[config.mk]
export PLATFORM = sky130hd
export DESIGN_NAME = etu_timeout
export DESIGN_NICKNAME = d
export VERILOG_FILES = /design/src/rtl/etu_tmo_pkg.sv /design/src/rtl/etu_tmo_regs.sv /design/src/rtl/etu_tmo_stage.sv /design/src/rtl/etu_tmo_flags.sv /design/src/rtl/etu_timeout.sv
export SDC_FILE = /design/constraint.sdc
export NUM_CORES = 1
export LEC_CHECK = 0
export ABC_AREA = 1
export BUFFER_PORTS_ARGS = -buffer_cell sky130_fd_sc_hd__buf_2
export CORE_MARGIN = 1
export CORE_UTILIZATION = 58
export CTS_BUF_LIST = sky130_fd_sc_hd__clkbuf_8
export DETAILED_ROUTE_END_ITERATION = 10
export HOLD_SLACK_MARGIN = 0.03
export PLACE_DENSITY = 0.88
export SLEW_MARGIN = 10
export SYNTH_ARGS = -nofsm -noshare
export SYNTH_HDL_FRONTEND = slang
export SYNTH_HIERARCHICAL = 1
export SYNTH_SLANG_ARGS = --single-unit
[constraint.sdc]
create_clock -name clk -period 1.89 [get_ports clk]
set_clock_uncertainty 0.15 [all_clocks]
set_input_delay 0.2835 -clock clk [delete_from_list [all_inputs] [get_ports clk]]
set_output_delay 0.2835 -clock clk [all_outputs]
set_load 0.05 [all_outputs]
[src/rtl/etu_tmo_pkg.sv]
package etu_tmo_pkg;
  localparam int NSTG = 3;
  localparam logic [1:0] ADDR_MODE = 2'd3;
  localparam logic [7:0] MODE_OFF      = 8'h00;
  localparam logic [7:0] MODE_HOLD16   = 8'h05;
  localparam logic [7:0] MODE_ONE16    = 8'h61;
  localparam logic [7:0] MODE_DUAL     = 8'h65;
  localparam logic [7:0] MODE_CHAIN24  = 8'h68;
  localparam logic [7:0] MODE_RETRIG16 = 8'h71;
endpackage

[src/rtl/etu_tmo_regs.sv]
module etu_tmo_regs
  import etu_tmo_pkg::*;
#(
  parameter int W = 8
) (
  input  logic                     clk,
  input  logic                     rst_n,
  input  logic                     wr_en,
  input  logic [1:0]               wr_addr,
  input  logic [W-1:0]             wr_data,
  output logic [NSTG-1:0][W-1:0]   rld,
  output logic [7:0]               mode_q
);
  for (genvar k = 0; k < NSTG; k++) begin : g_rld
    always_ff @(posedge clk) begin
      if (!rst_n) rld[k] <= '0;
      else if (wr_en && wr_addr == 2'(k)) rld[k] <= wr_data;
    end
  end

  always_ff @(posedge clk) begin
    if (!rst_n) mode_q <= MODE_OFF;
    else if (wr_en && wr_addr == ADDR_MODE) mode_q <= wr_data[7:0];
  end
endmodule

[src/rtl/etu_tmo_stage.sv]
module etu_tmo_stage #(
  parameter int W = 8
) (
  input  logic         clk,
  input  logic         rst_n,
  input  logic         load,
  input  logic [W-1:0] load_val,
  input  logic         dec,
  output logic [W-1:0] cnt
);
  always_ff @(posedge clk) begin
    if (!rst_n)    cnt <= '0;
    else if (load) cnt <= load_val;
    else if (dec)  cnt <= cnt - 1'b1;
  end
endmodule

[src/rtl/etu_tmo_flags.sv]
module etu_tmo_flags (
  input  logic       clk,
  input  logic       rst_n,
  input  logic [1:0] set,
  input  logic [1:0] clr,
  output logic [1:0] flags,
  output logic       irq
);
  always_ff @(posedge clk) begin
    if (!rst_n) flags <= '0;
    else        flags <= (flags & ~clr) | set;
  end
  assign irq = |flags;
endmodule

[src/rtl/etu_timeout.sv]
module etu_timeout
  import etu_tmo_pkg::*;
#(
  parameter int W = 8
) (
  input  logic         clk,
  input  logic         rst_n,
  input  logic         wr_en,
  input  logic [1:0]   wr_addr,
  input  logic [W-1:0] wr_data,
  input  logic         etu_tick,
  input  logic         start_bit,
  input  logic         card_active,
  input  logic [1:0]   flag_clr,
  output logic         flag_short,
  output logic         flag_long,
  output logic         irq
);
  localparam int CW16 = 2 * W;
  localparam int CW24 = NSTG * W;

  logic [NSTG-1:0][W-1:0] rld, cnt, lval;
  logic [NSTG-1:0]        ld, dec;
  logic [7:0]             mode_q;
  logic                   cfg_wr, adv, stb;
  logic                   run1, arm1, run16, arm16, run24;
  logic                   term1, term16, term24, restart16;
  logic [1:0]             fl;

  etu_tmo_regs #(.W(W)) u_regs (
    .clk(clk), .rst_n(rst_n), .wr_en(wr_en), .wr_addr(wr_addr),
    .wr_data(wr_data), .rld(rld), .mode_q(mode_q)
  );

  assign cfg_wr    = wr_en && (wr_addr == ADDR_MODE);
  assign adv       = etu_tick && card_active && !cfg_wr;
  assign stb       = start_bit && !cfg_wr;
  assign restart16 = arm16 && stb;

  assign term1  = run1 && adv && (cnt[0] <= W'(1));
  assign term16 = run16 && adv && !restart16 &&
                  ({cnt[2], cnt[1]} <= CW16'(1));
  assign term24 = run24 && adv && (CW24'(cnt) <= CW24'(1));

  always_ff @(posedge clk) begin
    if (!rst_n) begin
      {run1, arm1, run16, arm16, run24} <= '0;
    end else if (cfg_wr) begin
      case (wr_data[7:0])
        MODE_HOLD16: begin
          run16 <= 1'b0; arm16 <= 1'b0; run24 <= 1'b0;
        end
        MODE_ONE16: begin
          run1 <= 1'b0; arm1 <= 1'b0; run16 <= 1'b1; arm16 <= 1'b0; run24 <= 1'b0;
        end
        MODE_DUAL: begin
          run1 <= 1'b0; arm1 <= 1'b1; run16 <= 1'b1; arm16 <= 1'b0; run24 <= 1'b0;
        end
        MODE_CHAIN24: begin
          run1 <= 1'b0; arm1 <= 1'b0; run16 <= 1'b0; arm16 <= 1'b0; run24 <= 1'b1;
        end
        MODE_RETRIG16: begin
          run1 <= 1'b0; arm1 <= 1'b0; run16 <= 1'b0; arm16 <= 1'b1; run24 <= 1'b0;
        end
        default: {run1, arm1, run16, arm16, run24} <= '0;
      endcase
    end else begin
      if (arm1 && stb) begin
        run1 <= 1'b1;
        arm1 <= 1'b0;
      end
      if (restart16)   run16 <= 1'b1;
      else if (term16) run16 <= 1'b0;
      if (term24)      run24 <= 1'b0;
    end
  end

  // load selection and borrow chain
  always_comb begin
    ld   = '0;
    lval = '0;
    if (cfg_wr) begin
      if (wr_data[7:0] == MODE_CHAIN24) begin
        ld   = '1;
        lval = rld;
      end else if (wr_data[7:0] == MODE_ONE16 || wr_data[7:0] == MODE_DUAL) begin
        ld[2:1]   = 2'b11;
        lval[2:1] = rld[2:1];
      end
    end else begin
      if ((arm1 && stb) || term1) begin
        ld[0]   = 1'b1;
        lval[0] = rld[0];
      end else if (term24) begin
        ld[0] = 1'b1;
      end
      if (restart16) begin
        ld[2:1]   = 2'b11;
        lval[2:1] = rld[2:1];
      end else if (term16 || term24) begin
        ld[2:1] = 2'b11;
      end
    end
    dec[0] = (run1 || run24) && adv;
    dec[1] = (run16 && adv) || (run24 && dec[0] && cnt[0] == '0);
    dec[2] = dec[1] && cnt[1] == '0;
  end

  for (genvar k = 0; k < NSTG; k++) begin : g_stg
    etu_tmo_stage #(.W(W)) u_stg (
      .clk(clk), .rst_n(rst_n), .load(ld[k]), .load_val(lval[k]),
      .dec(dec[k]), .cnt(cnt[k])
    );
  end

  etu_tmo_flags u_flags (
    .clk(clk), .rst_n(rst_n), .set({term16 || term24, term1}),
    .clr(flag_clr), .flags(fl), .irq(irq)
  );

  assign flag_short = fl[0];
  assign flag_long  = fl[1];
endmodule

==> results.rst, run 1 <==
.. list-table::
   :header-rows: 1

   * - Metric
     - Value
   * - # fillers
     - 310
   * - Post-route fraction of the period consumed by the critical path
     - 115.2%
   * - Beginning of the worst register-to-register path
     - g_stg[0].u_stg/cnt[2]
   * - Switching power
     - slightly above 0.6 mW
   * - Cells after Synth
     - 549
   * - Routability Congestion
     - about 0.90
   * - FP Rows
     - 27
   * - Last element of the critical path
     - g_stg[2].u_stg/cnt[3]
   * - Root buffer selected by CTS
     - sky130_fd_sc_hd__clkbuf_8
   * - Global-route wire length before repair
     - 14.79 mm
   * - Worst vdd rail ir drop
     - approximately 0.00054 V
   * - Data arrival time of the critical path
     - 2260 ps
   * - Setup repair after global routing missed its margin
     - yes
   * - Latest clock arrival within the worst-skew pair
     - approximately 320 ps
   * - Worst min-delay path class
     - in2reg
   * - Layout cells sized above 1
     - 38.16%
   * - Total power
     - 2.338 mW
   * - Final Max Tran Viols
     - 0
   * - Footprint of the multi-input gates
     - around 2100 sq um
   * - Least-Margin Pin Slew
     - between 400 and 500 ps
   * - Initial core utilization
     - 61.74%
   * - Routed wire per std cell
     - 16.24 microns
   * - Leakage power total
     - 2.341 nW
   * - Largest net degree at the start of global routing
     - 19
   * - Reg2Reg Depth
     - 10
   * - Final Hold Fails
     - 0
   * - Worst-case clock buffer depth
     - 2
   * - First-pass iteration count of the detailed router
     - 7
   * - Horizontal extent of the die
     - 79.50 microns
   * - Post-Syn Area per Cell
     - 6.345 sq um
   * - Layout Area Growth over Synthesis
     - 31.97%
   * - Final setup violation count
     - 24
   * - Residual DRC count
     - 0
   * - Clock transition at the register clock pins on the worst setup and hold paths after CTS
     - 110 ps
   * - Type of element launching the critical path
     - flop
   * - Detailed Place HPWL
     - 6.117 mm
   * - Die boundary height
     - around 79 microns
   * - Vias
     - 4027
   * - Initial antenna violation count
     - 0
   * - Status
     - complete, but fails checks
   * - Critical Path RT
     - between 1500 and 2000 ps
   * - Worst R2R Setup Slack
     - -290 ps
   * - Utilization after layout
     - 81.48%
   * - Critical path class
     - reg2reg
   * - Die ar.
     - 6319 sq um
   * - CTS Sinks
     - 55
   * - Number of nets still failing antenna checks after routing
     - 0
   * - N_diodes
     - 0
   * - Worst-case headroom to the max-slew limit
     - 71.96%
   * - Critical path endpoint category
     - flop
   * - Number of nets in the layout
     - 649
   * - TritonCTS clock tree
     - done
   * - Vias in the first global route
     - 3413
   * - Via/cell ratio
     - 5.745
   * - Area of the placeable core
     - 5642 sq um
   * - Storage element area
     - 1124 sq um
   * - # H-tree levels
     - 2
   * - Total power density per cell area
     - 508.5 nW/um^2
   * - IO buf count
     - 20
   * - Violations in the final reports
     - negative setup slack
   * - Proportion of power drawn by combinational gates
     - 12.4%
   * - Proportion of power drawn by the clock network
     - 35.9%
   * - Switching part of the total power
     - a little over a quarter
   * - Highest fanout seen on the critical path
     - 4
   * - Total Routing Usage GR
     - between 20% and 30%
   * - Int Pwr
     - between 1.5 and 2 mW
   * - Mapped cell area
     - 3483 sq um
   * - Overflow after GRT
     - 0
   * - Total I/O pin count
     - 21
   * - Seq pwr share
     - 51.7%
   * - Min cycle time layout
     - 2177 ps
   * - Endpoint of the most critical register-to-register path
     - g_stg[2].u_stg/cnt[3]
   * - Initial DRC Count
     - 360
   * - Total CTS buffers
     - 5
   * - Number of maximum-capacitance violations
     - 0
   * - Setup Total Neg Slack
     - -4201 ps
   * - Launch point of the critical path
     - g_stg[0].u_stg/cnt[2]
   * - Routed wire length
     - approximately 11 mm
   * - Min setup slack post-route
     - -287.5 ps
   * - Highest attainable clock frequency
     - 459.2 MHz
   * - Synthesis Warnings
     - 6
   * - Number of nets in the synthesized netlist
     - 570
[layout by cell type, fill, tap and decap left out, types with 13 or more instances in the layout]
master                      n
sky130_fd_sc_hd__nor2_1    79
sky130_fd_sc_hd__nor2_4    13
sky130_fd_sc_hd__buf_2     20
sky130_fd_sc_hd__nand3_1   21
sky130_fd_sc_hd__o21ai_2   15
sky130_fd_sc_hd__a21oi_1   21
sky130_fd_sc_hd__nand2_1  102
sky130_fd_sc_hd__dfxtp_1   41
sky130_fd_sc_hd__buf_4     56
sky130_fd_sc_hd__inv_1     91
sky130_fd_sc_hd__nand2_2   23
sky130_fd_sc_hd__inv_2     21
[per-layer routing]
metal	up-vias	wire, microns	GRT usage [%]
li1	1840	-	-
met1	1814	4178	35.29
met2	286	5511	52.31
met3	87	966	5.143
met4	0	725	12.55
met5	-	0	0
[layout make-up]
class                           instances  share of cell area [%]
Multi-Input combinational cell        364                   46.35
Sequential cell                        55                   24.44
Timing Repair Buffer                   84                   14.13
Inverter                              118                   10.56
Tap cell                               72                   1.960
Clock buffer                            6                   1.796
Clock inverter                          2                  0.7621
[registers in the layout (all words and copies together) (netlist names)]
signal           count
run16                1
u_regs/rld          24
arm1                 1
run24                1
run1                 1
u_flags/flags        2
arm16                1
g_stg.u_stg/cnt     24
[metrics by stage]
step           worst slack (ps)  instances  area, sq um  hold slack [ps]
5_1_grt                  -310.3        701         4597            80.85
3_5_place_dp             -147.4        678         3961            309.3
4_1_cts                  -77.70        692         4218            41.87
3_3_place_gp             -36.19        678         3961            308.8
2_1_floorplan             45.39        549         3483            239.0
6_report                 -287.5        701         4597            43.76
[worst max-delay path, cell delays in order, from the launching register on]
cell	delay [ps]
sky130_fd_sc_hd__dfxtp_2	340
sky130_fd_sc_hd__or2_4	260
sky130_fd_sc_hd__nor3_2	170
sky130_fd_sc_hd__nand4_1	210
sky130_fd_sc_hd__a21boi_2	220
sky130_fd_sc_hd__buf_6	130
sky130_fd_sc_hd__buf_4	130
sky130_fd_sc_hd__nand2_8	70
sky130_fd_sc_hd__a21oi_2	160
sky130_fd_sc_hd__o21ai_2	80
sky130_fd_sc_hd__a21oi_1	180
[worst min path at each step]
stage | startpoint | endpoint | slack, ps | depth (start not counted)
CTS | flag_clr[0] | u_flags/flags[0] | 40 | 4
global route | flag_clr[1] | u_flags/flags[1] | 80 | 4
detailed placement | u_flags/flags[0] | u_flags/flags[0] | 310 | 2
global placement | u_flags/flags[0] | u_flags/flags[0] | 310 | 2
finish | flag_clr[0] | u_flags/flags[0] | 40 | 4
floorplan | rst_n | g_stg[1].u_stg/cnt[0] | 240 | 2
[power by group through the flow]
stage	registers, mW	clock network [mW]	logic (mW)
CTS	1.21	0.837	0.254
finish	1.21	0.839	0.289
floorplan	1.23	0	0.153
detailed placement	1.24	0	0.248
global route	1.21	0.877	0.315
global placement	1.23	0	0.240
[what timing repair did]
item | CTS | global route
gates resized for setup | 19 | 93
pin swaps | 12 | 42
endpoints found under the setup margin | 23 | 24
cloned | 1 | 0
hold buffers | 0 | 0
setup buffers | 5 | 9
Power figures use the tool's default switching activity.
==> run 2: changes to the inputs <==
--- a/config.mk
+++ b/config.mk
@@ -5,10 +5,9 @@
 export SDC_FILE = /design/constraint.sdc
 export NUM_CORES = 1
 export LEC_CHECK = 0
-export ABC_AREA = 1
 export BUFFER_PORTS_ARGS = -buffer_cell sky130_fd_sc_hd__buf_2
 export CORE_MARGIN = 1
-export CORE_UTILIZATION = 58
+export CORE_UTILIZATION = 57
 export CTS_BUF_LIST = sky130_fd_sc_hd__clkbuf_8
 export DETAILED_ROUTE_END_ITERATION = 10
 export HOLD_SLACK_MARGIN = 0.03
==> results.rst, run 2 <==
.. list-table::
   :header-rows: 1

   * - Metric
     - Value
   * - Layout Area Growth over Synthesis
     - 30.23%
   * - Post-layout instance area
     - 3935 sq um
   * - Initial DRC Count
     - 266
   * - Type of element launching the critical path
     - flop
   * - Total Routing Usage GR
     - 33.30%
   * - # H-tree levels
     - 2
   * - Horizontal extent of the die
     - 74.81 microns
   * - IO buf count
     - 20
   * - Leading cell types in the layout, fill and taps excluded
     - 73 x sky130_fd_sc_hd__buf_4, 52 x sky130_fd_sc_hd__dfxtp_1, 50 x sky130_fd_sc_hd__nand2_1
   * - FP Rows
     - 26
   * - Delay contributed by the slowest stage of the critical path
     - 540 ps
   * - Critical path endpoint category
     - flop
   * - Area of the placeable core
     - 5107 sq um
   * - Min setup slack post-route
     - -712.5 ps
   * - Leakage power total
     - 1.670 nW
   * - Initial core utilization
     - between 50% and 60%
   * - Routed wire length
     - roughly 9.7 mm
   * - Crit path buffers/inverters
     - 3
   * - Min cycle time layout
     - 2602 ps
   * - TritonCTS clock tree
     - done
   * - Post-Syn Area per Cell
     - 8.658 sq um
   * - Number of maximum-capacitance violations
     - 0
   * - Setup WS pre-CTS
     - -613.7 ps
   * - Number of nets in the synthesized netlist
     - 370
   * - Worst R2R Setup Slack
     - -710 ps
   * - Total CTS buffers
     - 5
   * - Worst vdd rail ir drop
     - 0.0005095 V
   * - Violations in the final reports
     - negative setup slack
   * - Layout cells sized above 1
     - 32.11%
   * - Total I/O pin count
     - 21
   * - Least-Margin Pin Slew
     - 715.9 ps
   * - Clock transition at the register clock pins on the worst setup and hold paths after CTS
     - 110 ps
   * - Final setup violation count
     - 27
   * - Routability Congestion
     - just over 0.9
   * - Final Hold Fails
     - 0
   * - Die boundary height
     - 74.81 microns
   * - Number of nets still failing antenna checks after routing
     - 0
   * - Worst min-delay path class
     - in2reg
   * - Die ar.
     - 5597 sq um
   * - Worst-case clock buffer depth
     - 2
   * - Total power density per cell area
     - 605.1 nW/um^2
   * - Status
     - complete, but fails checks
   * - Routed wire per std cell
     - roughly 19 microns
   * - Residual DRC count
     - 0
   * - Via/cell ratio
     - 6.455
   * - Detailed Place HPWL
     - 5.771 mm
   * - Vias
     - ~3300
   * - Critical Path RT
     - 1950 ps
   * - Family of cells with the greatest summed delay on the critical path
     - simple AND/OR/NAND/NOR gates
   * - Final Max Tran Viols
     - 0
   * - Largest registers in the final layout
     - g_stg.u_stg/cnt x24, u_regs/rld x24, u_flags/flags x2
   * - Highest attainable clock frequency
     - approximately 380 MHz
   * - Mapped cell area
     - 3022 sq um
   * - Global-route wire length before repair
     - 14.13 mm
   * - Initial antenna violation count
     - 0
   * - Vias in the first global route
     - 2915
   * - Cells after Synth
     - roughly 350
   * - Worst-case headroom to the max-slew limit
     - 52.27%
   * - Data arrival time of the critical path
     - 2660 ps
   * - Critical path class
     - reg2reg
   * - Critical path cell sequence
     - or4b_4 > or3_4 > a21boi_4 > o21bai_1 > buf_4 > buf_6 > inv_1 > o21ai_0 > a31oi_1
   * - Largest net degree at the start of global routing
     - 39
   * - Latest clock arrival within the worst-skew pair
     - 320 ps
   * - Root buffer selected by CTS
     - sky130_fd_sc_hd__clkbuf_8
   * - Slowest library cell on the worst path
     - sky130_fd_sc_hd__or4b_4
   * - Cell area after placement
     - 3661 sq um
   * - Post-route fraction of the period consumed by the critical path
     - 137.7%
   * - Highest fanout seen on the critical path
     - 7
   * - Synthesis Warnings
     - 6
   * - CTS Sinks
     - 55
   * - Overflow after GRT
     - 0
   * - Most common library cell in the layout ignoring fill and taps
     - sky130_fd_sc_hd__buf_4
   * - Setup repair after global routing missed its margin
     - yes
   * - First-pass iteration count of the detailed router
     - 5
   * - N_diodes
     - 0
   * - Number of nets in the layout
     - about 460
run 2: worst paths after layout:
kind         cells past startpoint             startpoint               endpoint
max                              9  g_stg[0].u_stg/cnt[2]  g_stg[2].u_stg/cnt[4]
min                              3            flag_clr[1]       u_flags/flags[1]
max reg2reg                      9  g_stg[0].u_stg/cnt[2]  g_stg[2].u_stg/cnt[4]
min reg2reg                      2          u_regs/rld[9]          u_regs/rld[9]
run 2: repair_timing:
action	CTS	global route
endpoints found under the hold margin	0	0
setup endpoints to repair	27	27
hold buffers	0	0
resized for setup	11	18
pin swaps	4	4
setup buffers	6	4
run 2: report_power, final:
group	total (mW)	switching (mW)	internal, mW
sequential	1.20	0.0154	1.18
combinational	0.254	0.137	0.116
clock	0.928	0.403	0.525
run 2: worst reg2reg max path, stage by stage, from the launching register on:
cell,delay (ps)
sky130_fd_sc_hd__dfxtp_2,330
sky130_fd_sc_hd__or4b_4,540
sky130_fd_sc_hd__or3_4,400
sky130_fd_sc_hd__a21boi_4,160
sky130_fd_sc_hd__o21bai_1,140
sky130_fd_sc_hd__buf_4,180
sky130_fd_sc_hd__buf_6,130
sky130_fd_sc_hd__inv_1,110
sky130_fd_sc_hd__o21ai_0,290
sky130_fd_sc_hd__a31oi_1,60
run 2: per-layer routing:
layer	share of wire, %	vias to the layer above	GRT usage [%]
met4	5.0	0	10.27
met2	47	231	56.66
met5	0	-	0
li1	-	1431	-
met3	8.6	63	5.221
met1	39	1541	43.46
run 2: layout make-up:
class,count,area [sq um]
clock inverter,3,63.81
tap,70,87.58
multi-input combinational,263,1859
sequential,55,1105
timing repair buffer,97,701.9
inverter,13,48.80
clock buffer,5,68.82
fill,298,1172
run 2: stage by stage:
step                TNS, ps  hold WS [ps]  utilization, %  total power [mW]  instances
finish               -15590         148.3           77.05             2.381        506
global route         -17000         165.6           77.05             2.438        506
CTS                  -12900         147.6           75.85             2.357        504
detailed placement   -11770         299.9           71.68             1.448        490
global placement     -10360         292.8           71.68             1.439        490
floorplan             -8405         251.0               -             1.345        349
